## config.mk

```make
export PLATFORM = sky130hd
export DESIGN_NAME = gpx_core
export DESIGN_NICKNAME = d
export VERILOG_FILES = /design/src/rtl/gpx_pkg.sv /design/src/rtl/gpx_sync.sv /design/src/rtl/gpx_bank.sv /design/src/rtl/gpx_core.sv
export SDC_FILE = /design/constraint.sdc
export NUM_CORES = 1
export LEC_CHECK = 0
export ABC_AREA = 1
export BUFFER_PORTS_ARGS = -buffer_cell sky130_fd_sc_hd__buf_2
export CORE_UTILIZATION = 55
export DETAILED_ROUTE_END_ITERATION = 10
export PLACE_DENSITY = 0.77
export SLEW_MARGIN = 20
export SYNTH_ARGS = -nofsm -noshare
export SYNTH_HDL_FRONTEND = slang
export SYNTH_SLANG_ARGS = --single-unit
```

## constraint.sdc

```tcl
create_clock -name clk -period 1.5 [get_ports clk]
set_clock_uncertainty 0.1 [all_clocks]
set_input_delay 0.3 -clock clk [delete_from_list [all_inputs] [get_ports clk]]
set_output_delay 0.3 -clock clk [all_outputs]
set_load 0.01 [all_outputs]
```

## src/rtl/gpx_pkg.sv

```systemverilog
package gpx_pkg;

   localparam int GRP_W  = 3;
   localparam int BYTE_W = 8;

   typedef enum logic [GRP_W-1:0] {
      GRP_DIR = 3'd0,
      GRP_LVL = 3'd1,
      GRP_IEN = 3'd2,
      GRP_IST = 3'd3,
      GRP_RSV = 3'd4
   } gpx_grp_e;

   function automatic int bank_exp(input int pins);
      return $clog2(pins) - 3;
   endfunction

endpackage

```

## src/rtl/gpx_sync.sv

```systemverilog
module gpx_sync #(
   parameter int WIDTH  = 8,
   parameter int STAGES = 2
) (
   input  logic             clk,
   input  logic             rst_n,
   input  logic [WIDTH-1:0] d_i,
   output logic [WIDTH-1:0] q_o
);

   logic [STAGES-1:0][WIDTH-1:0] chain_q;

   initial begin
      assert (STAGES >= 2) else $error("gpx_sync: STAGES must be at least 2");
   end

   generate
      for (genvar s = 0; s < STAGES; s++) begin : g_stage
         if (s == 0) begin : g_first
            always_ff @(posedge clk) begin
               if (!rst_n) chain_q[0] <= '0;
               else        chain_q[0] <= d_i;
            end
         end else begin : g_next
            always_ff @(posedge clk) begin
               if (!rst_n) chain_q[s] <= '0;
               else        chain_q[s] <= chain_q[s-1];
            end
         end
      end
   endgenerate

   assign q_o = chain_q[STAGES-1];

endmodule

```

## src/rtl/gpx_bank.sv

```systemverilog
module gpx_bank #(
   parameter int SYNC_STAGES = 2
) (
   input  logic       clk,
   input  logic       rst_n,
   input  logic [7:0] pad_i,
   input  logic       wr_dir_i,
   input  logic       wr_lvl_i,
   input  logic       wr_ien_i,
   input  logic       rd_ist_i,
   input  logic [7:0] wdata_i,
   output logic [7:0] dir_o,
   output logic [7:0] out_o,
   output logic [7:0] ien_o,
   output logic [7:0] level_o,
   output logic [7:0] ist_o,
   output logic       irq_o
);

   logic [7:0] dir_q, out_q, ien_q, stat_q, last_q;
   logic [7:0] sync_lvl, set_v;

   gpx_sync #(.WIDTH(8), .STAGES(SYNC_STAGES)) u_sync (
      .clk   (clk),
      .rst_n (rst_n),
      .d_i   (pad_i),
      .q_o   (sync_lvl)
   );

   always_ff @(posedge clk) begin
      if (!rst_n) begin
         dir_q <= '0;
         out_q <= '0;
         ien_q <= '0;
      end else begin
         if (wr_dir_i) dir_q <= wdata_i;
         if (wr_lvl_i) out_q <= wdata_i;
         if (wr_ien_i) ien_q <= wdata_i;
      end
   end

   // change detect on input pins only
   assign set_v = (sync_lvl ^ last_q) & ~dir_q;

   always_ff @(posedge clk) begin
      if (!rst_n) begin
         last_q <= '0;
         stat_q <= '0;
      end else begin
         last_q <= sync_lvl;
         stat_q <= (stat_q & ~{8{rd_ist_i}}) | set_v;
      end
   end

   assign dir_o   = dir_q;
   assign out_o   = out_q;
   assign ien_o   = ien_q;
   assign level_o = (dir_q & out_q) | (~dir_q & sync_lvl);
   assign ist_o   = stat_q & ien_q;
   assign irq_o   = |ist_o;

   // a direction write lands in the latch
   a_r3_dir_store: assert property (@(posedge clk) disable iff (!rst_n)
      wr_dir_i |=> dir_q == $past(wdata_i));

   // a level write lands in the output latch
   a_r4_lvl_store: assert property (@(posedge clk) disable iff (!rst_n)
      wr_lvl_i |=> out_q == $past(wdata_i));

   // a detected change is latched
   a_r6_set_kept: assert property (@(posedge clk) disable iff (!rst_n)
      (|set_v) |=> (stat_q & $past(set_v)) == $past(set_v));

   // a read with no new change leaves the byte clear
   a_r7_read_clear: assert property (@(posedge clk) disable iff (!rst_n)
      (rd_ist_i && set_v == 8'h00) |=> stat_q == 8'h00);

   // no status bit appears without a change
   a_r10_no_spurious: assert property (@(posedge clk) disable iff (!rst_n)
      (set_v == 8'h00) |=> (stat_q & ~$past(stat_q)) == 8'h00);

endmodule

```

## src/rtl/gpx_core.sv

```systemverilog
module gpx_core
   import gpx_pkg::*;
#(
   parameter int NUM_PINS    = 16,
   parameter int SYNC_STAGES = 2,
   localparam int EXP        = bank_exp(NUM_PINS),
   localparam int BANKS      = 1 << EXP,
   localparam int AW         = EXP + GRP_W
) (
   input  logic                clk,
   input  logic                rst_n,
   input  logic                wr_en,
   input  logic                rd_en,
   input  logic [AW-1:0]       addr,
   input  logic [7:0]          wdata,
   output logic [7:0]          rdata,
   input  logic [NUM_PINS-1:0] pin_in,
   output logic [NUM_PINS-1:0] pin_out,
   output logic [NUM_PINS-1:0] pin_oe,
   output logic                irq
);

   initial begin
      assert (NUM_PINS >= 8 && (NUM_PINS & (NUM_PINS - 1)) == 0)
         else $error("gpx_core: NUM_PINS must be a power of two of at least 8");
   end

   logic [GRP_W-1:0] grp;
   logic [AW-1:0]    bank_idx;
   logic [7:0]       dir_b [BANKS];
   logic [7:0]       out_b [BANKS];
   logic [7:0]       ien_b [BANKS];
   logic [7:0]       lvl_b [BANKS];
   logic [7:0]       ist_b [BANKS];
   logic [BANKS-1:0] irq_b;
   logic [BANKS-1:0] rd_ist_b;
   logic [7:0]       rd_byte;
   logic [7:0]       rdata_q;

   assign grp      = GRP_W'(addr >> EXP);
   assign bank_idx = addr & AW'(BANKS - 1);

   generate
      for (genvar b = 0; b < BANKS; b++) begin : g_bank
         logic sel;
         assign sel         = (bank_idx == AW'(b));
         assign rd_ist_b[b] = rd_en && sel && (grp == GRP_IST);

         gpx_bank #(.SYNC_STAGES(SYNC_STAGES)) u_bank (
            .clk      (clk),
            .rst_n    (rst_n),
            .pad_i    (pin_in[8*b +: 8]),
            .wr_dir_i (wr_en && sel && (grp == GRP_DIR)),
            .wr_lvl_i (wr_en && sel && (grp == GRP_LVL)),
            .wr_ien_i (wr_en && sel && (grp == GRP_IEN)),
            .rd_ist_i (rd_ist_b[b]),
            .wdata_i  (wdata),
            .dir_o    (dir_b[b]),
            .out_o    (out_b[b]),
            .ien_o    (ien_b[b]),
            .level_o  (lvl_b[b]),
            .ist_o    (ist_b[b]),
            .irq_o    (irq_b[b])
         );

         assign pin_out[8*b +: 8] = out_b[b];
         assign pin_oe[8*b +: 8]  = dir_b[b];
      end
   endgenerate

   always_comb begin
      rd_byte = 8'h00;
      for (int b = 0; b < BANKS; b++) begin
         if (bank_idx == AW'(b)) begin
            case (grp)
               GRP_DIR: rd_byte = dir_b[b];
               GRP_LVL: rd_byte = lvl_b[b];
               GRP_IEN: rd_byte = ien_b[b];
               GRP_IST: rd_byte = ist_b[b];
               default: rd_byte = 8'h00;
            endcase
         end
      end
   end

   always_ff @(posedge clk) begin
      if (!rst_n)     rdata_q <= 8'h00;
      else if (rd_en) rdata_q <= rd_byte;
   end

   assign rdata = rdata_q;
   assign irq   = |irq_b;

   // state leaving reset is quiet
   a_r1_reset_quiet: assert property (@(posedge clk) disable iff (!rst_n)
      $rose(rst_n) |-> (pin_oe == '0 && irq == 1'b0));

   // reserved and unused groups read as zero
   a_r9_rsv_zero: assert property (@(posedge clk) disable iff (!rst_n)
      (rd_en && grp >= GRP_W'(GRP_RSV)) |=> rdata == 8'h00);

   // at most one bank's status is cleared per read
   a_r7_one_clear: assert property (@(posedge clk) disable iff (!rst_n)
      $onehot0(rd_ist_b));

endmodule

```

# [Yosys cells after proc, flatten, opt, wreduce, memory -nomap -nowiden]
# Cells that the tools add are included.
[word_totals] word_cells=57 register_bits=120 inputBits=32 romBits=0 output_inout_bits=41 n_memories=0 ramBits=0 latchBits=0
[classes] mux=4 magnitude_cmp=0 mul=0 n_addsub=0 n_shift=0 n_reduce_logical=15 bitwise=20 eq_ne=3 div=0
[ops] cell="$and A8 B8 Y8" count=10
[ops] cell="$pmux W8 S4" count=2
[ops] cell="$not A8 Y8" count=4
[ops] cell="$or A8 B8 Y8" count=4
[ops] cell="$mux W8" count=2
[ops] cell="$reduce_or A16 Y1" count=1
[ops] cell="$xor A8 B8 Y8" count=2
[ops] cell="$logic_and A1 B1 Y1" count=12
[ops] cell="$eq A3 B2 Y1 const B" count=2
[ops] cell="$logic_not A4 Y1" count=1
[ops] cell="$eq A3 B1 Y1 const B" count=1
[ops] cell="$logic_not A3 Y1" count=1

# [Longest topological paths before layout]
[depth] word_depth=6 depth_mapped=9 depth_no_buf=9

# [Hierarchy]
# A second synthesis with hierarchy kept.
[unflattened] hier_cells=780 hier_area_um2=5451.5
[by_module_without_submodules] module="gpx_bank" n_inst=2 seq_area_each_um2=800.8 area_per_inst_um2=1662.8 cells_per_inst=232
[by_module_without_submodules] module="gpx_sync" n_inst=2 seq_area_each_um2=320.3 area_per_inst_um2=544.3 cells_per_inst=58
[by_module_without_submodules] module="gpx_core" n_inst=1 seq_area_each_um2=160.2 area_per_inst_um2=1037.2 cells_per_inst=200

# [Least setup slack after synthesis]
# No wires, ideal clock.
[synth_timing] path_kind="in2reg" start="input addr[2]" end="register g_bank[0].u_bank.out_q[4]" n_path_buf=1 required_ns=1.284 arrival_ns=1.082 setup_slack_ns=0.202 setup_ns=0.116 stages=9 cell_sequence="inv_2 -> nand2_1 -> nor2_4 -> inv_2 -> nor2_1 -> inv_1 -> buf_6 -> o21ai_1 -> a21oi_1"
[synth_between] elab_chain_len=2
[synth_lines] element="start, declared" line_no="gpx_core.sv:14" source="input logic [AW-1:0] addr,"
[synth_lines] element="$eq A3 B1 Y1" line_no="gpx_core.sv:54" source=".wr_lvl_i (wr_en && sel && (grp == GRP_LVL)),"
[synth_lines] element="$logic_and A1 B1 Y1" line_no="gpx_core.sv:54"
[synth_lines] element="end signal, assigned" line_no="gpx_bank.sv:37" source="if (wr_lvl_i) out_q <= wdata_i;"
[synth_lines] element="end, declared" line_no="gpx_bank.sv:20" source="logic [7:0] dir_q, out_q, ien_q, stat_q, last_q;"
# No other way between the ends.
# A chain may end at the register's enable or synchronous reset.

# [Final worst setup path]
[layout_timing] start="register g_bank[1].u_bank.stat_q[1]" end="output irq"
[layout_between] elab_chain_len=2
[layout_lines] element="start, declared" line_no="gpx_bank.sv:20"
[layout_lines] element="start signal, assigned" line_no="gpx_bank.sv:51" source="stat_q <= (stat_q & ~{8{rd_ist_i}}) | set_v;"
[layout_lines] element="$and A8 B8 Y8" line_no="gpx_bank.sv:59" source="assign ist_o = stat_q & ien_q;"
[layout_lines] element="$reduce_or A16 Y1" line_no="gpx_core.sv:92" source="assign irq = |irq_b;"
[layout_lines] element="end, declared" line_no="gpx_core.sv:20" source="output logic irq"
# No other way between the ends.

==> summary.txt <==
status: finished, violations left
violated checks: negative setup slack
routed vias/inst: 5.32
dpl hpwl: 8900 µm
most frequent cell after synthesis: nand2_1
Slew @ Worst Pin: 0.386 ns
clk sinks: 120
hold-critical path depth: 3
Fmax achieved: 544 MHz
count of state elements after synthesis: 120
Die Ht: 95.8 µm
required time worst endpoint: 1.10 ns
cell count after synthesis: 665
Flop pwr share: 43.6%
FFs w/ async S/R, synth: 0%
Slew headroom: 74.2%
max_cap viols: 0
Mapped Area: 4840 µm²
Root Buffer: clkbuf_8
final RePlAce weighted congestion: 0.945
Clk network pwr share: 48.7%
worst min path class: input port to flip-flop
largest net degree at the start of global routing: 35
Psw: 1.93 mW
Layout Area Growth over Synthesis: 29.6%
Worst-path clk slew: 0.06 ns
Seq/Total Area, Yosys: 49.6%
M1 GR Usage: 37.3%
Routed Antenna Nets: 0
syn avg cell area: 7.28 µm²
Period Utilization, post-route: 123%
DR iter-0 viols: 277
Setup TNS: -0.338 ns
reg2reg path depth: 5
layout net count: 814
Cell Area, Placed: 5480 µm²
Overflow after GRT: 0
Setup CP Type: flip-flop to primary output
M2 GR Usage: 51.2%
Synthesized Nets: 697
die area: 9190 µm²
final setup fails: 1
pwr/cell area: 1240 nW/µm²
CP arrival: 1.44 ns
final non-filler cell area: 6280 µm²
leakage power total: 3.02 nW
Final Util: 74.9%
GR Util All Layers: 30.5%
most used routing layer: met2
maximum fanout along the worst path: 2
die width: 95.8 µm
# rows: 33
PortBufs: 72
Comb power frac: 7.7%
CTS buffer count: 17
met3 Usage GRT: 7.03%
total routed wirelength: 13,000 µm
dpl ws: -0.0871 ns
max-slew violation count: 0
Crit. End Element: primary output
worst reg2reg startpoint: g_bank[0].u_bank.dir_o[3]
Cell variety after synth: 21
CTS Buffer Depth: 2
DRC errors left: 0
core area: 8380 µm²
I/O pin count: 73
slack of the worst reg-to-reg path: 0.27 ns
reg2reg end: rdata[3]
Sw Share: 24.8%
post-route worst setup slack: -0.338 ns
DR vias: 4,791
CTS tree: done
share of the synthesized area in the top cell type: 49.6%
synth top area cells: dfxtp_1 (50%), nand2_1 (12%), a21oi_1 (7.3%)
Final Hold Vio Count: 0
top_reg_cell synth: dfxtp_1
minimum clock period: 1.84 ns
worst hold endpoint: g_bank[0].u_bank.out_o[4]
layout cells sized above 1: 24.0%
cell taking the most area after synthesis: dfxtp_1
drt wl/cell: 14.5 µm
Post-synth EDFFs: 0
Max VDD drop: 0.000879 V
internal power: 5.85 mW
Synth warnings: 0
Min Hold Slack: 0.0240 ns
vias in the first global route: 4,466
initial antenna violation count: 0
first-pass GRT wire length: 20,800 µm
first-pass iteration count of the detailed router: 5
CTS H-tree lvls: 4
Worst Hold Launch: rst_n
clk_lat worst skew: 0.51 ns
Initial Utilization: 57.8%
n_diodes: 0
unrepaired setup endpoints after global routing: yes
Startpoint Class: flip-flop
commonest cells in the netlist: nand2_1 (161), dfxtp_1 (120), inv_1 (90)
-- placed cells by master (no fill, tap or decap), drive strengths merged --
cell,n
nand3,54
nor2,47
clkinvlp,4
dfxtp,120
clkbuf,19
or2,7
nand2,165
buf,107
o211ai,8
nor3,1
bufinv,1
dlygate4sd3,16
o21ai,57
clkinv,6
a21oi,71
inv,100
nand4,12
-- sequential cells by signal, indices dropped and copies added (netlist names) --
| signal | cells |
|---|---|
| g_bank.u_bank.stat_q | 16 |
| g_bank.u_bank.ien_o | 16 |
| g_bank.u_bank.u_sync.chain_q | 16 |
| g_bank.u_bank.u_sync.q_o | 16 |
| g_bank.u_bank.out_o | 16 |
| g_bank.u_bank.last_q | 16 |
| rdata | 8 |
| g_bank.u_bank.dir_o | 16 |
-- worst max-delay path, stage by stage (launching register included) --
cell	delay [ns]
dfxtp_2	0.33
nand2_2	0.07
nand4_1	0.14
nor2_1	0.14
nand2_1	0.10
buf_6	0.13
-- power by group through the flow --
stage	clock, mW	sequential [mW]	combinational (mW)
2_1_floorplan	0	3.44	0.308
3_3_place_gp	0	3.45	0.525
3_5_place_dp	0	3.45	0.540
4_1_cts	3.82	3.39	0.588
5_1_grt	3.98	3.41	0.661
6_report	3.79	3.39	0.597
-- worst max-delay path by stage --
stage | startpoint | to | cells past startpoint | slack [ns]
2_1_floorplan | addr[2] | g_bank[0].u_bank.out_o[4] | 9 | 0.20
3_3_place_gp | addr[2] | g_bank[0].u_bank.out_o[2] | 9 | -0.02
3_5_place_dp | addr[2] | g_bank[0].u_bank.out_o[4] | 9 | -0.09
4_1_cts | g_bank[0].u_bank.stat_q[6] | irq | 5 | -0.34
5_1_grt | g_bank[0].u_bank.stat_q[6] | irq | 5 | -0.37
6_report | g_bank[1].u_bank.stat_q[1] | irq | 5 | -0.34
-- timing repair --
item                                    in CTS  in global routing
gates resized for setup                     12                 15
hold endpoints to repair                    16                  0
endpoints found under the setup margin       8                 10
pin swaps                                    3                  3
setup buffers                                4                  0
hold buffers                                16                  0
-- per-layer routing --
layer | share of wire (%) | wire length (µm)
met5 | 0 | 0
met4 | 2.6 | 338
met3 | 8.1 | 1050
met2 | 48 | 6290
met1 | 41 | 5370
-- layout make-up --
class | count | area (µm²)
Sequential cell | 120 | 2430
Tap cell | 105 | 131
Timing Repair Buffer | 123 | 840
Clock inverter | 13 | 123
Fill cell | 632 | 2100
Inverter | 98 | 368
Multi-Input combinational cell | 422 | 1950
Clock buffer | 19 | 442
-- per-stage QoR --
step | cells | total power, mW
2_1_floorplan | 665 | 3.75
3_3_place_gp | 848 | 3.97
3_5_place_dp | 848 | 3.99
4_1_cts | 900 | 7.79
5_1_grt | 900 | 8.05
6_report | 900 | 7.78
-- logic make-up (layout without fill, tap and decap cells) --
| kind of cell | Yosys count | after routing | share of synthesized area (%) |
|---|---|---|---|
| flops | 120 | 120 | 49.6 |
| buf+inv | 123 | 253 | 10.4 |
| compound gates | 136 | 136 | 14.5 |
| simple gates | 286 | 286 | 25.5 |
No activity file was read; power rests on OpenSTA's default activity.
